### src/rtl/spi_regport_pkg.sv
// Package: shared command codes, address step modes, FSM states and decode.
// Assumes 8-bit command codes; all other widths are parameters of the modules.
package spi_regport_pkg;

    localparam int OP_W = 8;

    localparam logic [OP_W-1:0] CMD_WR_FIX = 8'h02;
    localparam logic [OP_W-1:0] CMD_RD_FIX = 8'h03;
    localparam logic [OP_W-1:0] CMD_WR_DN  = 8'h06;
    localparam logic [OP_W-1:0] CMD_RD_DN  = 8'h07;
    localparam logic [OP_W-1:0] CMD_WR_UP  = 8'h0A;
    localparam logic [OP_W-1:0] CMD_RD_UP  = 8'h0B;

    typedef enum logic [1:0] {
        STEP_HOLD = 2'd0,
        STEP_UP   = 2'd1,
        STEP_DOWN = 2'd2
    } step_e;

    typedef enum logic [2:0] {
        ST_CMD    = 3'd0,
        ST_ADDR   = 3'd1,
        ST_READ   = 3'd2,
        ST_WRITE  = 3'd3,
        ST_IGNORE = 3'd4
    } state_e;

    typedef struct packed {
        logic  valid;
        logic  is_read;
        step_e step;
    } cmd_t;

    // Turns a received command byte into direction, step mode and validity.
    function automatic cmd_t decode_cmd(input logic [OP_W-1:0] code);
        cmd_t c;
        c = '{valid: 1'b1, is_read: 1'b0, step: STEP_HOLD};
        case (code)
            CMD_RD_FIX: begin c.is_read = 1'b1; c.step = STEP_HOLD; end
            CMD_RD_UP:  begin c.is_read = 1'b1; c.step = STEP_UP;   end
            CMD_RD_DN:  begin c.is_read = 1'b1; c.step = STEP_DOWN; end
            CMD_WR_FIX: begin c.is_read = 1'b0; c.step = STEP_HOLD; end
            CMD_WR_UP:  begin c.is_read = 1'b0; c.step = STEP_UP;   end
            CMD_WR_DN:  begin c.is_read = 1'b0; c.step = STEP_DOWN; end
            default:    c.valid = 1'b0;
        endcase
        return c;
    endfunction

endpackage

### src/rtl/spi_sync.sv
// Module: multi-bit flop synchroniser for slow asynchronous pins.
// Assumes each bit is independently sampled; no multi-bit coherence is needed
// because the serial clock phases are much longer than the pipeline.
module spi_sync #(
    parameter int              WIDTH     = 1,
    parameter int              STAGES    = 2,
    parameter logic [WIDTH-1:0] RESET_VAL = '0
) (
    input  logic             clk,
    input  logic             rst_n,
    input  logic [WIDTH-1:0] din,
    output logic [WIDTH-1:0] dout
);

    logic [WIDTH-1:0] pipe_q [STAGES];

    // Shifts the raw pins through STAGES flops.
    always_ff @(posedge clk) begin : sync_pipe
        if (!rst_n) begin
            for (int s = 0; s < STAGES; s++) pipe_q[s] <= RESET_VAL;
        end else begin
            pipe_q[0] <= din;
            for (int s = 1; s < STAGES; s++) pipe_q[s] <= pipe_q[s-1];
        end
    end

    assign dout = pipe_q[STAGES-1];

endmodule

### src/rtl/spi_edge_det.sv
// Module: rising and falling edge pulses of an already synchronised signal.
// Assumes the input is stable for at least two clock cycles between changes.
module spi_edge_det #(
    parameter logic IDLE_VAL = 1'b0
) (
    input  logic clk,
    input  logic rst_n,
    input  logic sig,
    output logic rise,
    output logic fall
);

    logic sig_q;

    // Keeps the previous sample for comparison.
    always_ff @(posedge clk) begin : prev_sample
        if (!rst_n) sig_q <= IDLE_VAL;
        else        sig_q <= sig;
    end

    assign rise = sig & ~sig_q;
    assign fall = ~sig & sig_q;

endmodule

### src/rtl/spi_addr_seq.sv
// Module: register address holder with hold / up / down stepping and wrap.
// Assumes MAX_ADDR fits in ADDR_W bits; addresses above MAX_ADDR are
// reported as out of range so the bank is not touched.
module spi_addr_seq
    import spi_regport_pkg::*;
#(
    parameter int ADDR_W   = 8,
    parameter int MAX_ADDR = 63
) (
    input  logic              clk,
    input  logic              rst_n,
    input  logic              load,
    input  logic [ADDR_W-1:0] load_val,
    input  logic              advance,
    input  step_e             step,
    output logic [ADDR_W-1:0] addr,
    output logic              in_range
);

    localparam logic [ADDR_W-1:0] TOP_ADDR = ADDR_W'(MAX_ADDR);

    logic [ADDR_W-1:0] addr_q;
    logic [ADDR_W-1:0] addr_next;

    // Works out the address of the following burst word.
    always_comb begin : next_addr
        case (step)
            STEP_UP:   addr_next = (addr_q >= TOP_ADDR) ? '0 : addr_q + 1'b1;
            STEP_DOWN: addr_next = (addr_q == '0) ? TOP_ADDR : addr_q - 1'b1;
            default:   addr_next = addr_q;
        endcase
    end

    // Loads the start address or steps it between words.
    always_ff @(posedge clk) begin : addr_reg
        if (!rst_n)       addr_q <= '0;
        else if (load)    addr_q <= load_val;
        else if (advance) addr_q <= addr_next;
    end

    assign addr     = addr_q;
    assign in_range = (addr_q <= TOP_ADDR);

endmodule

### src/rtl/spi_shift_unit.sv
// Module: receive and transmit shift registers, MSB first.
// Assumes the controller issues rx_en on serial rising edges and tx_shift on
// falling edges; tx_load must come before the first tx_shift of a word.
module spi_shift_unit #(
    parameter int DATA_W = 32
) (
    input  logic              clk,
    input  logic              rst_n,
    input  logic              rx_en,
    input  logic              rx_bit,
    output logic [DATA_W-1:0] rx_next,
    input  logic              tx_load,
    input  logic [DATA_W-1:0] tx_val,
    input  logic              tx_shift,
    output logic              tx_bit
);

    logic [DATA_W-1:0] rx_q;
    logic [DATA_W-1:0] tx_q;
    logic              tx_bit_q;

    assign rx_next = {rx_q[DATA_W-2:0], rx_bit};

    // Collects incoming bits.
    always_ff @(posedge clk) begin : rx_shift
        if (!rst_n)     rx_q <= '0;
        else if (rx_en) rx_q <= rx_next;
    end

    // Captures the read word and presents one bit per falling edge.
    always_ff @(posedge clk) begin : tx_path
        if (!rst_n) begin
            tx_q     <= '0;
            tx_bit_q <= 1'b0;
        end else if (tx_load) begin
            tx_q <= tx_val;
        end else if (tx_shift) begin
            tx_bit_q <= tx_q[DATA_W-1];
            tx_q     <= {tx_q[DATA_W-2:0], 1'b0};
        end
    end

    assign tx_bit = tx_bit_q;

endmodule

### src/rtl/spi_regport.sv
// Module: serial slave giving a host read/write access to a register bank.
// Assumes the serial clock stays in each phase for at least 8 clk cycles,
// reg_rdata answers reg_addr combinationally, and chip select high holds
// the transaction logic cleared so each access starts with command decode.
module spi_regport
    import spi_regport_pkg::*;
#(
    parameter int ADDR_W      = 8,
    parameter int DATA_W      = 32,
    parameter int MAX_ADDR    = 63,
    parameter int SYNC_STAGES = 2
) (
    input  logic              clk,
    input  logic              rst_n,
    input  logic              spi_sck,
    input  logic              spi_cs_n,
    input  logic              spi_mosi,
    output logic              spi_miso,
    output logic              spi_miso_oe,
    output logic [ADDR_W-1:0] reg_addr,
    output logic              reg_wr,
    output logic [DATA_W-1:0] reg_wdata,
    output logic              reg_rd,
    input  logic [DATA_W-1:0] reg_rdata,
    output logic              reg_clr
);

    localparam int              CNT_W     = $clog2(DATA_W);
    localparam logic [CNT_W-1:0] OP_LAST   = CNT_W'(OP_W - 1);
    localparam logic [CNT_W-1:0] ADDR_LAST = CNT_W'(ADDR_W - 1);
    localparam logic [CNT_W-1:0] WORD_LAST = CNT_W'(DATA_W - 1);

    logic              sck_s, cs_s, mosi_s;
    logic              sck_rise, sck_fall;
    logic [DATA_W-1:0] rx_next;
    logic              in_range;
    logic              addr_load;
    cmd_t              cmd_dec;

    state_e            state_q;
    logic [CNT_W-1:0]  cnt_q;
    logic              is_read_q;
    step_e             step_q;
    logic              oe_q, wr_q, clr_q, adv_q, load_q;
    logic [DATA_W-1:0] wdata_q;

    spi_sync #(
        .WIDTH    (3),
        .STAGES   (SYNC_STAGES),
        .RESET_VAL(3'b010)
    ) u_sync (
        .clk  (clk),
        .rst_n(rst_n),
        .din  ({spi_sck, spi_cs_n, spi_mosi}),
        .dout ({sck_s, cs_s, mosi_s})
    );

    spi_edge_det #(.IDLE_VAL(1'b0)) u_sck_edge (
        .clk  (clk),
        .rst_n(rst_n),
        .sig  (sck_s),
        .rise (sck_rise),
        .fall (sck_fall)
    );

    spi_shift_unit #(.DATA_W(DATA_W)) u_shift (
        .clk     (clk),
        .rst_n   (rst_n),
        .rx_en   (sck_rise & ~cs_s),
        .rx_bit  (mosi_s),
        .rx_next (rx_next),
        .tx_load (load_q),
        .tx_val  (in_range ? reg_rdata : '0),
        .tx_shift(sck_fall & ~cs_s & (state_q == ST_READ)),
        .tx_bit  (spi_miso)
    );

    assign addr_load = ~cs_s & sck_rise & (state_q == ST_ADDR) & (cnt_q == ADDR_LAST);

    spi_addr_seq #(
        .ADDR_W  (ADDR_W),
        .MAX_ADDR(MAX_ADDR)
    ) u_addr (
        .clk     (clk),
        .rst_n   (rst_n),
        .load    (addr_load),
        .load_val(rx_next[ADDR_W-1:0]),
        .advance (adv_q),
        .step    (step_q),
        .addr    (reg_addr),
        .in_range(in_range)
    );

    assign cmd_dec = decode_cmd(rx_next[OP_W-1:0]);

    // Transaction sequencer: command, address, then data words.
    always_ff @(posedge clk) begin : fsm
        if (!rst_n || cs_s) begin
            state_q   <= ST_CMD;
            cnt_q     <= '0;
            oe_q      <= 1'b0;
            wr_q      <= 1'b0;
            clr_q     <= 1'b0;
            adv_q     <= 1'b0;
            load_q    <= 1'b0;
            is_read_q <= 1'b0;
            step_q    <= STEP_HOLD;
        end else begin
            wr_q   <= 1'b0;
            clr_q  <= 1'b0;
            adv_q  <= 1'b0;
            load_q <= adv_q & (state_q == ST_READ);
            case (state_q)
                ST_CMD: begin
                    if (sck_rise) begin
                        if (cnt_q == OP_LAST) begin
                            cnt_q     <= '0;
                            is_read_q <= cmd_dec.is_read;
                            step_q    <= cmd_dec.step;
                            state_q   <= cmd_dec.valid ? ST_ADDR : ST_IGNORE;
                        end else begin
                            cnt_q <= cnt_q + 1'b1;
                        end
                    end
                end
                ST_ADDR: begin
                    if (sck_rise) begin
                        if (cnt_q == ADDR_LAST) begin
                            cnt_q   <= '0;
                            state_q <= is_read_q ? ST_READ : ST_WRITE;
                            load_q  <= is_read_q;
                        end else begin
                            cnt_q <= cnt_q + 1'b1;
                        end
                    end
                end
                ST_READ: begin
                    if (sck_fall) oe_q <= 1'b1;
                    if (sck_rise) begin
                        if (cnt_q == WORD_LAST) begin
                            cnt_q <= '0;
                            clr_q <= in_range;
                            adv_q <= 1'b1;
                        end else begin
                            cnt_q <= cnt_q + 1'b1;
                        end
                    end
                end
                ST_WRITE: begin
                    if (sck_rise) begin
                        if (cnt_q == WORD_LAST) begin
                            cnt_q <= '0;
                            wr_q  <= in_range;
                            adv_q <= 1'b1;
                        end else begin
                            cnt_q <= cnt_q + 1'b1;
                        end
                    end
                end
                default: ;
            endcase
        end
    end

    // Holds the completed write word for the strobe cycle.
    always_ff @(posedge clk) begin : wdata_reg
        if (!rst_n) wdata_q <= '0;
        else if (!cs_s && sck_rise && state_q == ST_WRITE && cnt_q == WORD_LAST)
            wdata_q <= rx_next;
    end

    assign spi_miso_oe = oe_q;
    assign reg_wr      = wr_q;
    assign reg_wdata   = wdata_q;
    assign reg_clr     = clr_q;
    assign reg_rd      = load_q & in_range;

endmodule

### config.mk
export PLATFORM = sky130hd
export DESIGN_NAME = spi_regport
export DESIGN_NICKNAME = d
export VERILOG_FILES = /design/src/rtl/spi_regport_pkg.sv /design/src/rtl/spi_sync.sv /design/src/rtl/spi_edge_det.sv /design/src/rtl/spi_addr_seq.sv /design/src/rtl/spi_shift_unit.sv /design/src/rtl/spi_regport.sv
export SDC_FILE = /design/constraint.sdc
export NUM_CORES = 1
export LEC_CHECK = 0
export ABC_AREA = 1
export BUFFER_PORTS_ARGS = -buffer_cell sky130_fd_sc_hd__buf_4
export CAP_MARGIN = 25
export CORE_MARGIN = 1
export CORE_UTILIZATION = 30
export CTS_BUF_LIST = sky130_fd_sc_hd__clkbuf_4
export CTS_CLUSTER_SIZE = 40
export DETAILED_ROUTE_END_ITERATION = 7
export GPL_TIMING_DRIVEN = 0
export SLEW_MARGIN = 5
export SYNTH_ARGS = -nofsm -noshare
export SYNTH_HDL_FRONTEND = slang
export SYNTH_SLANG_ARGS = --single-unit
### constraint.sdc
create_clock -name clk -period 2.18 [get_ports clk]
set_input_delay 0.436 -clock clk [delete_from_list [all_inputs] [get_ports clk]]
set_output_delay 0.436 -clock clk [all_outputs]
set_load 0.01 [all_outputs]
## Word-level counts from Yosys, hierarchy flattened

Memories as Yosys holds them, arrays and structs flattened.
Cells that the tools add are included.
Widths: inputs -> output; s select.

- Flip-flop bits (word level): 121
- Latch bits: 0
- Bits in writable memories: 6
- Bits in read-only memories: 0
- Bits of input ports: 37
- Output and inout bits: 45
- Word-level logic and storage cells: 116
- Memories kept: 1

Memory list:

| name | words | bits a word | read ports | clocked after memory_dff | wr ports | line | source |
|---|---|---|---|---|---|---|---|
| u_sync.pipe_q | 2 | 3 | 2 | 0 | 2 | spi_sync.sv:15 | `logic [WIDTH-1:0] pipe_q [STAGES];` |

- Add/subtract/negate cells: 3
- Multiply operators: 0
- Div/mod/pow operators: 0
- Order comparisons: 2
- Equal/unequal tests: 19
- Shifts and indexed selects: 0
- Mux-type cells: 32
- Bitwise logic cells: 19
- Reductions and logical operators: 25

Operators with widths:

| operator | count |
|---|---|
| $mux 32 | 3 |
| $mux 8 | 4 |
| $mux 3 | 7 |
| $mux 5 | 4 |
| $eq 8x2->1 const B | 2 |
| $eq 8x3->1 const B | 2 |
| $eq 8x4->1 const B | 2 |
| $pmux 8 s2 | 1 |
| $pmux 3 s5 | 1 |
| $mux 1 | 10 |
| $pmux 5 s2 | 1 |
| $and 1x1->1 | 9 |
| $add 8x1->8 const B | 1 |
| $ge 8x6->1 const B | 1 |
| $le 8x6->1 const B | 1 |
| $logic_not 8->1 | 1 |
| $not 1->1 | 8 |
| $reduce_bool 2->1 | 4 |
| $reduce_or 2->1 | 4 |
| $sub 8x1->8 const B | 1 |
| $eq 3x2->1 const B | 2 |
| $ne 2x1->1 const B | 3 |
| $ne 2x2->1 const B | 3 |
| $pmux 3 s2 | 1 |
| 17 further kinds | 24 |

## Longest topological paths before layout

Gate-level depths: netlist of run 1.

- Depth in word-level cells: 7
- Mapped depth: 10
- Depth with buffers taken out: 10

## Cells and area by module

Synthesis of run 1 repeated with hierarchy kept, for this count alone.

- Cells, all modules: 871
- Area, all modules: 5874.4 um^2

Modules (own cells, without submodules):

| module | instances | cells each | area each (um^2) | seq. area each (um^2) |
|---|---|---|---|---|
| spi_shift_unit | 1 | 381 | 2678.8 | 1281.2 |
| spi_regport | 1 | 326 | 2175.8 | 960.9 |
| spi_addr_seq | 1 | 136 | 787.0 | 160.2 |
| spi_sync | 1 | 21 | 187.7 | 120.1 |
| spi_edge_det | 1 | 7 | 45.0 | 20.0 |

## Worst setup path after synthesis of run 1

No wires, ideal clock.

- Path kind: flip-flop to flip-flop
- Start point: register cnt_q[1]
- End point: register wdata_q[12] (netlist: reg_wdata[12])
- Setup time: 135 ps
- Arrival: 1498 ps
- Data required time: 2045 ps
- Path slack: 547 ps
- Cell stages (with the launch flop): 10
- Buffers on the path: 2
- Period minus slack after synthesis: 1633 ps
- Cells stage by stage: dfxtp_1 ha_1 nand2_1 nor2_1 ha_1 inv_1 nor3_2 buf_4 buf_2 a211oi_1

- Longest elaborated chain between the ends: 2

RTL lines:

| what | line | source |
|---|---|---|
| start: declaration | spi_regport.sv:41 | `logic [CNT_W-1:0] cnt_q;` |
| start signal: assignment | spi_regport.sv:122 | `cnt_q <= cnt_q + 1'b1;` |
| start signal: assignment | spi_regport.sv:133 | `cnt_q <= cnt_q + 1'b1;` |
| start signal: assignment | spi_regport.sv:145 | `cnt_q <= cnt_q + 1'b1;` |
| $eq 5x5->1 | spi_regport.sv:168 | `else if (!cs_s && sck_rise && state_q == ST_WRITE && cnt_q == WORD_LAST)` |
| $logic_and 1x1->1 | spi_regport.sv:168 |  |
| end signal: assignment | spi_regport.sv:169 | `wdata_q <= rx_next;` |
| end: declaration | spi_regport.sv:45 | `logic [DATA_W-1:0] wdata_q;` |

No other way between the ends.
A chain may end at the register's enable or synchronous reset.

## Worst setup path after layout of run 1

- Start point: register u_addr.addr_q[7] (netlist: u_addr.addr[7])
- End point: output port reg_rd

- Longest elaborated chain between the ends: 2

RTL lines:

| what | line | source |
|---|---|---|
| start: declaration | spi_addr_seq.sv:22 | `logic [ADDR_W-1:0] addr_q;` |
| start signal: assignment | spi_addr_seq.sv:37 | `else if (load) addr_q <= load_val;` |
| start signal: assignment | spi_addr_seq.sv:38 | `else if (advance) addr_q <= addr_next;` |
| $le 8x6->1 | spi_addr_seq.sv:42 | `assign in_range = (addr_q <= TOP_ADDR);` |
| $and 1x1->1 | spi_regport.sv:176 | `assign reg_rd = load_q & in_range;` |
| end: declaration | spi_regport.sv:23 | `output logic reg_rd,` |

No other way between the ends.

==> impl_metrics.tcl, run 1 <==
set metrics [dict create \
    status "finished clean" \
    setup_viol 0 \
    top_usage_layer "met2" \
    tightest_slew_ns 0.524 \
    seq_area_frac_synth_pct 47.2 \
    yosys_warnings 0 \
    syn_area_per_cell_um2 7.57 \
    ys_types 36 \
    fmax_ghz 0.494 \
    post_cts_buffers 0 \
    synthSimpleGateAreaFrac_pct 21.2 \
    holdWs_ns 0.0666 \
    nFillCells 1861 \
    clockBufferDepth 2 \
    cp.required_ns 1.74 \
    holdCritStartpoint "spi_mosi" \
    drt-total-wl_um 13500 \
    p_comb_share_pct 3.3 \
    tns_ns 0 \
    powerDensity_nw_per_um2 632 \
    final_common_cell "nand2_1" \
    antenna_found_initial 1 \
    cts_tree "built" \
    syn2layout_area_growth_pct 21.9 \
    grt_setup_unrepaired "true" \
    synth_fa_ha_area_share_pct 1.16 \
    holdPathStages 3 \
    synth-compound-area-share_pct 20.8 \
    use_met2_pct 23.4 \
    synth_top_family_by_area "simple AND/OR/NAND/NOR gates" \
    core_um2 17400 \
    place_congestion 0.829 \
    clkTransAtPathRegs_ns 0.12 \
    grt_first_pass_wirelength_um 22100 \
    synth_cells 712 \
    cts_num_sinks 127 \
    clock_power_share_pct 40.4 \
    p_seq_share_pct 56.3 \
    critPathKind "flip-flop to primary output" \
    die_h_um 136 \
    maxCapViolations 0 \
    syn-cell-area_um2 5390 \
    reg2reg_depth 9 \
    finalMaxSlewViolations 0 \
    wl_per_cell_um 12.9 \
    grt_max_degree 17 \
    clk_latency_ns 0.55 \
    overflow 0 \
    io_pins 82 \
    clock-root-buffer "clkbuf_4" \
    finalCritPeriodShare_pct 92.9 \
    htree_levels 4 \
    viasPerCell 4.74 \
    die_w_um 136 \
    synth-seq-cells 127 \
    route.vias.total 4968 \
    numCtsBuffers 17 \
    finalCriticalPeriod_ns 2.02 \
    die-area_um2 18500 \
    fin_skew_ns 0.0213 \
    cp_max_fo 15 \
    place_ws_ns 0.151 \
    first_global_vias 4608 \
    start_util_pct 30.9 \
    crit_arrival_ns 1.59 \
    drive_gt1_share_pct 17.9 \
    io_buffers 80 \
    drt-initial-drc-count 273 \
    cp-start-kind "flip-flop" \
    slew_headroom_pct 65.1 \
    worstHoldPathType "input port to flip-flop" \
    drc 0 \
    r2r-end "reg_wdata[20]" \
    postCtsResizedCells 1 \
    hold_viol_final 0 \
    min_to "u_sync.pipe_q[0][0]" \
    power_switching_share_pct 23.1 \
    grtUsageTotal_pct 15.3 \
    rows 48 \
    synthXorXnorAreaFrac_pct 0.975 \
    dp_hpwl_um 9700 \
    grt.met3_usage_pct 3.99 \
    reg2reg_from "cnt_q[1]" \
    synth_nets 754 \
    seq_area_um2 2540 \
    r2r_slack_ns 0.22 \
    synth.area.mux_share_pct 0.186 \
    ir_drop_mv 0.314 \
    final_antenna_net_count 0 \
    layout_common_cells "146 x nand2_1, 127 x dfxtp_1, 83 x buf_4" \
    end_kind "primary output" \
    met1_usage_pct 20.5 \
    leakage_nw 2.63 \
    setup_slack_ns 0.155 \
    firstDrtPassIters 5 \
    nets 852 \
    p_sw_mw 0.959 \
    utilization_pct 37.7 \
    multi_input_area_um2 2400 \
    holdBufCountCts 0 \
    intPower_mw 3.19 \
]
[routing by layer]
metal  routed length (um)  vias to the layer above  part of all wire [%]
met1                 6550                     2271                    49
met4                  178                        0                   1.3
li1                     -                     2562                     -
met5                    0                        -                     0
met2                 6120                      121                    45
met3                  654                       14                   4.8
[cell usage after synthesis]
cell type    n  area, um2
nand3b_1     2       15.0
ha_1         5       62.6
nand2_2      2       12.5
clkbuf_2     2       10.0
o21ai_1      1       5.00
clkbuf_1    16       60.1
inv_1       69        259
buf_1        1       3.75
inv_2        3       11.3
nor2_1      81        304
a31oi_1      1       6.26
dfxtp_1    127       2540
buf_4        3       22.5
nand3_1     22        110
clkinv_1     1       3.75
o21ai_0     51        255
or2_2        2       12.5
o21ai_2      2       17.5
nand3_2      1       10.0
xor2_1       4       35.0
nand2_1    146        548
buf_2       16       80.1
nor4_1       1       6.26
nand3_4      1       17.5
mux2i_1      1       10.0
nor2_2       3       18.8
a22o_1      30        263
a211oi_1    25        188
nor3_1       5       25.0
nor2_4       1       11.3
nor3_2       1       10.0
a21oi_1     77        385
nor3b_1      1       7.51
buf_6        1       11.3
xnor2_1      2       17.5
nand4_1      5       31.3
[metrics by stage]
step	cell area, um2	power (mW)	cells
4_1_cts	6560	4.20	1048
2_1_floorplan	5390	2.45	712
3_5_place_dp	6270	2.53	1017
6_report	6570	4.15	1049
5_1_grt	6570	4.33	1049
3_3_place_gp	6270	2.53	1017
[power by group through the flow]
| stage | Sequential (mW) | Clock, mW | Combinational (mW) |
|---|---|---|---|
| 6_report | 2.34 | 1.68 | 0.137 |
| 5_1_grt | 2.34 | 1.83 | 0.152 |
| 4_1_cts | 2.34 | 1.72 | 0.138 |
| 3_5_place_dp | 2.39 | 0 | 0.138 |
| 3_3_place_gp | 2.39 | 0 | 0.137 |
| 2_1_floorplan | 2.39 | 0 | 0.0597 |
[worst max-delay path: stages, from the launching register on]
cell     delay (ns)
dfxtp_1        0.40
nor2_4         0.22
nand2_1        0.12
inv_4          0.15
buf_4          0.15
[kinds of logic after synthesis]
group                      after synthesis
AOI/OAI and AO/OA                      187
DFF                                    127
buffers and inverters                  112
and+or+nand+nor                        274
adders and majority gates                5
xor gates and xnor gates                 6
muxes                                    1
[layout make-up]
| type | instances | share of cell area, % |
|---|---|---|
| Clock inverter | 13 | 2.23 |
| Multi-Input combinational cell | 473 | 36.5 |
| Antenna cell | 1 | 0.0381 |
| Buffer | 38 | 2.78 |
| Tap cell | 225 | 4.28 |
| Clock buffer | 19 | 2.17 |
| Sequential cell | 127 | 38.7 |
| Timing Repair Buffer | 80 | 9.14 |
| Inverter | 73 | 4.21 |
[worst max-delay path by stage]
stage,from,endpoint,slack [ns],cells after the start
global placement,cnt_q[1],reg_wdata[29],0.21,10
global route,u_addr.addr[7],reg_rd,0.003,4
floorplan,cnt_q[1],reg_wdata[12],0.55,9
finish,u_addr.addr[7],reg_rd,0.16,4
CTS,u_addr.addr[7],reg_rd,0.02,4
detailed placement,cnt_q[1],reg_wdata[29],0.15,10
(Power assumes the default switching activity.)
==> run 2: changes to the inputs <==
==> constraint.sdc (replaced) <==
create_clock -name clk -period 2.3 [get_ports clk]
set_input_delay 0.46 -clock clk [delete_from_list [all_inputs] [get_ports clk]]
set_output_delay 0.46 -clock clk [all_outputs]
set_load 0.01 [all_outputs]
==> run 2 against run 1 <==
Effect of this change: cell area decreased by 0.13%; final cell count unchanged; core utilization decreased by 0.050 points; worst setup slack improved by 0.019 ns; highest routed layer unchanged; non-clock buffer count unchanged; register-to-register slack improved by 0.05 ns; sequential power decreased by 5%; sequential share of layout area increased by 0.052 points.
==> impl_metrics.tcl, run 2 (same netlist as run 1, synthesis figures left out) <==
set metrics [dict create \
    powerDensity_nw_per_um2 600 \
    drc 0 \
    grt_setup_unrepaired "false" \
    holdCritStartpoint "spi_mosi" \
    fmax_ghz 0.470 \
    finalMaxSlewViolations 0 \
    clockBufferDepth 2 \
    drive_gt1_share_pct 17.9 \
    crit_arrival_ns 1.67 \
    clock_power_share_pct 40.5 \
    maxCapViolations 0 \
    status "finished clean" \
    place_congestion 0.829 \
    clk_latency_ns 0.56 \
    dp_hpwl_um 9700 \
    p_comb_share_pct 3.3 \
    viasPerCell 4.70 \
    hold_viol_final 0 \
    tightest_slew_ns 0.527 \
    worstHoldPathType "input port to flip-flop" \
    final_common_cell "nand2_1" \
    wl_per_cell_um 12.9 \
    drt-total-wl_um 13600 \
    core_um2 17400 \
    p_sw_mw 0.915 \
    overflow 0 \
    finalCriticalPeriod_ns 2.13 \
    p_seq_share_pct 56.2 \
    holdPathStages 3 \
    fin_skew_ns 0.0207 \
    drt-initial-drc-count 301 \
    grt_first_pass_wirelength_um 22100 \
    grtUsageTotal_pct 15.3 \
    critPathKind "flip-flop to primary output" \
    cp-start-kind "flip-flop" \
    dp.cells 1017 \
    seq_area_um2 2540 \
    post_cts_buffers 0 \
    leakage_nw 2.61 \
    setup_viol 0 \
    route.vias.total 4932 \
    r2r-end "reg_wdata[29]" \
    cts_tree "built" \
    io_buffers 80 \
    firstDrtPassIters 5 \
    min_to "u_sync.pipe_q[0][0]" \
    stdcell_area_um2 6560 \
    clock-root-buffer "clkbuf_4" \
    layout_common_cells "146 x nand2_1, 127 x dfxtp_1, 83 x buf_4" \
    syn2layout_area_growth_pct 21.8 \
    tns_ns 0 \
    end_kind "primary output" \
    placedInstanceArea_um2 6270 \
    numCtsBuffers 17 \
    cp_max_fo 15 \
    clkTransAtPathRegs_ns 0.12 \
    final_antenna_net_count 0 \
    die_h_um 136 \
    reg2reg_from "cnt_q[1]" \
    htree_levels 4 \
    finalCritPeriodShare_pct 92.4 \
    ir_drop_mv 0.298 \
    power_switching_share_pct 23.2 \
    start_util_pct 30.9 \
    nets 852 \
    nFillCells 1863 \
    io_pins 82 \
    final_cells 1049 \
    cp.required_ns 1.84 \
    rows 48 \
    multi_input_area_um2 2390 \
    first_global_vias 4609 \
    intPower_mw 3.03 \
    die_w_um 136 \
    slew_headroom_pct 64.9 \
    grt_max_degree 17 \
    reg2reg_depth 10 \
    cts_num_sinks 127 \
    antenna_found_initial 1 \
    die-area_um2 18500 \
    r2r_slack_ns 0.27 \
]
## run 2: cell types whose count changed in the layout (fill, tap and decap cells not counted)
cell / before / now
inv_2: 2 / 3
o21ai_0: 49 / 51
nor3_4: 1 / 0
o21ai_1: 3 / 1
inv_4: 1 / 0
nor3_2: 0 / 1
## run 2: area by class of cell
type	instances	share of cell area [%]
clock inverter	13	2.23
antenna	1	0.0381
tap	225	4.29
buffer	38	2.78
clock buffer	19	2.17
sequential	127	38.7
timing repair buffer	80	9.15
multi-input combinational	473	36.4
inverter	73	4.18
## run 2: through the flow
stage,utilization [%],hold WS [ns],setup WS (ns),power (mW)
floorplan,-,0.390,0.667,2.32
global placement,36.0,0.395,0.328,2.40
detailed placement,36.0,0.398,0.271,2.40
CTS,37.7,0.0530,0.00835,3.98
global route,37.7,0.0685,0.0166,4.10
finish,37.7,0.0876,0.174,3.94
## run 2: worst max path at each step
stage / start / endpoint / slack [ns] / cells past startpoint
6_report: u_addr.addr[7] / reg_rd / 0.17 / 4
5_1_grt: u_addr.addr[7] / reg_rd / 0.02 / 4
4_1_cts: u_addr.addr[7] / reg_rd / 0.008 / 5
3_5_place_dp: cnt_q[1] / reg_wdata[29] / 0.27 / 10
3_3_place_gp: cnt_q[1] / reg_wdata[29] / 0.33 / 10
2_1_floorplan: cnt_q[1] / reg_wdata[12] / 0.67 / 9
## run 2: routing by layer
metal  part of all wire, %  wire [um]  global-route usage (%)
met5                     0          0                       0
met4                   1.0        142                    5.80
met3                   4.1        559                    3.99
met2                    45       6160                    23.4
met1                    49       6700                    20.6
## run 2: what timing repair did
action / CTS / global route
gates resized for setup: 1 / 0
endpoints found under the hold margin: 0 / 0
hold buffers: 0 / 0
endpoints found under the setup margin: 1 / 1
## run 2: critical path: stages, from the launching register on
cell     delay (ns)
dfxtp_1        0.40
nor2_4         0.22
nand2_1        0.09
inv_2          0.22
buf_4          0.18
## run 2: power by group through the flow
stage          clock, mW  sequential (mW)  combinational, mW
6_report            1.59             2.22              0.130
2_1_floorplan          0             2.26             0.0566
3_3_place_gp           0             2.27              0.130
3_5_place_dp           0             2.27              0.130
4_1_cts             1.63             2.22              0.131
5_1_grt             1.74             2.22              0.144
==> run 3: changes to the inputs <==
--- a/config.mk
+++ b/config.mk
@@ -5,7 +5,6 @@
 export SDC_FILE = /design/constraint.sdc
 export NUM_CORES = 1
 export LEC_CHECK = 0
-export ABC_AREA = 1
 export BUFFER_PORTS_ARGS = -buffer_cell sky130_fd_sc_hd__buf_4
 export CAP_MARGIN = 25
 export CORE_MARGIN = 1
==> run 3 against run 2 <==
Effect of this change: the flow now finishes with violations (design-rule violations); die area is 3.4% higher; worst hold slack improved by 0.049 ns; register-to-register slack worse by 0.02 ns; flip-flop and latch count unchanged; worst setup slack worse by 0.0094 ns; count of clock-buffer cells in the layout stayed put; global-route usage decreased by 1.3 points; core utilization is 0.26 points lower; sequential power barely moved; power shrank 0.97%; largest cell class is now multi-input gates; largest power group unchanged; highest routed layer unchanged.
==> impl_metrics.tcl, run 3 <==
set metrics [dict create \
    cp-start-kind "flip-flop" \
    cp_top_family "simple AND/OR/NAND/NOR gates" \
    setup_viol 0 \
    synthTopCellsByCount "179 x nand2_1, 127 x dfxtp_1, 55 x a21boi_0" \
    grt_first_pass_wirelength_um 21600 \
    drt-initial-drc-count 290 \
    place_congestion 0.867 \
    final_common_cell "nand2_1" \
    die_w_um 138 \
    ys_async_sr_fraction_pct 0 \
    dp_hpwl_um 9300 \
    utilization_pct 37.4 \
    rows 49 \
    reg2reg_depth 7 \
    core_um2 18100 \
    syn-cell-area_um2 5570 \
    overflow 0 \
    end_kind "primary output" \
    worstPathBufferInverterCount 2 \
    cp_slowest_cell "dfxtp_2" \
    maxCapViolations 0 \
    place_ws_ns 0.213 \
    powerDensity_nw_per_um2 577 \
    firstDrtPassIters 8 \
    tns_ns 0 \
    setup_slack_ns 0.164 \
    stdcell_area_um2 6770 \
    ir_drop_mv 0.302 \
    cp_max_fo 10 \
    clock-root-buffer "clkbuf_4" \
    drt-total-wl_um 12800 \
    tightest_slew_ns 0.642 \
    hold_viol_final 0 \
    slew_headroom_pct 57.2 \
    clkTransAtPathRegs_ns 0.12 \
    critPathKind "flip-flop to primary output" \
    synth_edf_count 0 \
    numCtsBuffers 17 \
    finalCriticalPeriod_ns 2.14 \
    synth.most_common_cell "nand2_1" \
    synth_flop_cell "dfxtp_1" \
    clk_latency_ns 0.52 \
    layout_common_cells "179 x nand2_1, 125 x dfxtp_1, 86 x buf_4" \
    synth_top_area_share_pct 45.6 \
    crit_chain "nor2_4 -> and2_2 -> buf_4 -> buf_4" \
    path_depth 4 \
    htree_levels 4 \
    yosysTopAreaCell "dfxtp_1" \
    yosys_warnings 0 \
    slowest_delay_ns 0.40 \
    viasPerCell 4.59 \
    synth_nets 693 \
    route.vias.total 4551 \
    worstHoldPathType "input port to flip-flop" \
    drc 10 \
    syn_area_per_cell_um2 8.56 \
    violations "design-rule violations" \
    synth_cells 651 \
    fmax_ghz 0.468 \
    grtUsageTotal_pct 14.0 \
    grt_max_degree 17 \
    cp_common_cell "buf_4" \
    status "finished with violations" \
    io_pins 82 \
    holdPathStages 2 \
    fin_skew_ns 0.0159 \
    placedInstanceArea_um2 6470 \
    ys_types 55 \
    seq_area_frac_synth_pct 45.6 \
    die-area_um2 19100 \
    dp.cells 961 \
    cts_tree "built" \
    syn2layout_area_growth_pct 21.4 \
    antenna_found_initial 1 \
    io_buffers 81 \
    post_cts_buffers 0 \
    leakage_nw 2.70 \
    grt_setup_unrepaired "false" \
    clockBufferDepth 2 \
    finalCritPeriodShare_pct 92.9 \
    crit_arrival_ns 1.68 \
    die_h_um 138 \
    final_cells 992 \
    start_util_pct 30.8 \
    first_global_vias 4328 \
    cts_num_sinks 127 \
    synth-seq-cells 127 \
    final_antenna_net_count 0 \
    wl_per_cell_um 12.9 \
    finalMaxSlewViolations 0 \
    cp.required_ns 1.84 \
    drive_gt1_share_pct 19.2 \
    synthTopCellsByArea "dfxtp_1 46%, nand2_1 12%, a21boi_0 7.4%" \
    nets 792 \
]
[run 3: changes by cell type in the layout (fill, tap and decap cells not counted), sizes merged, moves of 9 or more]
| cell | before | now |
|---|---|---|
| a21oi | 77 | 9 |
| and2 | 0 | 38 |
| o21ai | 54 | 41 |
| mux2i | 1 | 34 |
| a22o | 30 | 0 |
| inv | 72 | 3 |
| a21boi | 0 | 65 |
| a211oi | 25 | 1 |
| nor2 | 85 | 20 |
| nand2 | 148 | 179 |
| nor2b | 0 | 9 |
| nand3 | 24 | 8 |
[run 3: through the flow]
step / hold WS [ns] / power, mW
detailed placement: 0.396 / 2.37
finish: 0.137 / 3.90
floorplan: 0.386 / 2.30
global route: 0.0743 / 4.08
CTS: 0.0697 / 3.97
global placement: 0.401 / 2.37
[run 3: kinds of logic after synthesis]
logic type | after synthesis | share of synthesized area, %
and+or+nand+nor | 295 | 25.5
AOI/OAI and AO/OA | 137 | 16.6
DFF | 127 | 45.6
buffers and inverters | 44 | 3.61
muxes | 34 | 6.11
xor gates and xnor gates | 9 | 1.41
adders and majority gates | 5 | 1.12
[run 3: final cells by class]
class | count | area (um2)
well taps | 229 | 287
clock inverters | 12 | 145
inverters | 3 | 11.3
diodes | 1 | 2.50
fillers | 1890 | 11300
flip-flops and latches | 127 | 2540
repair buffers | 81 | 608
multi-input cells | 480 | 2840
plain buffers | 40 | 189
clock buffers | 19 | 143
[run 3: worst register-to-register path, delay by kind of cell (launching register included)]
kind                     cells  cell delay, ns
flip-flops                   1            0.35
buffers and inverters        1            0.42
AND/OR/NAND/NOR              3            0.54
AO/OA/AOI/OAI                1            0.20
adder cells (fa/ha/maj)      2            0.45
[run 3: path summary, 6_finish.rpt]
| check | start | endpoint | slack (ns) |
|---|---|---|---|
| max | u_addr.addr[7] | reg_rd | 0.16 |
| min | spi_cs_n | u_sync.pipe_q[0][1] | 0.14 |
| max reg2reg | cnt_q[0] | reg_wdata[7] | 0.25 |
| min reg2reg | u_sync.pipe_q[0][1] | u_sync.pipe_q[0][4] | 0.42 |
[run 3: routing by layer]
layer	up-vias	part of all wire, %	wire length (um)	track usage (%)
li1	2396	-	-	-
met1	2074	50	6470	19.3
met2	75	44	5660	20.6
met3	6	4.6	593	4.02
met4	0	0.89	114	5.32
met5	-	0	0	0
[run 3: what timing repair did]
item | in CTS | in global routing
resized for setup | 5 | 1
gates cloned | 0 | 0
endpoints found under the setup margin | 1 | 1
hold buffers | 0 | 0
[run 3: power breakdown]
group,internal [mW],total [mW],switching [mW]
Sequential,2.20,2.21,0.00367
Combinational,0.0633,0.115,0.0516
Clock,0.761,1.58,0.819
Total,3.03,3.90,0.875
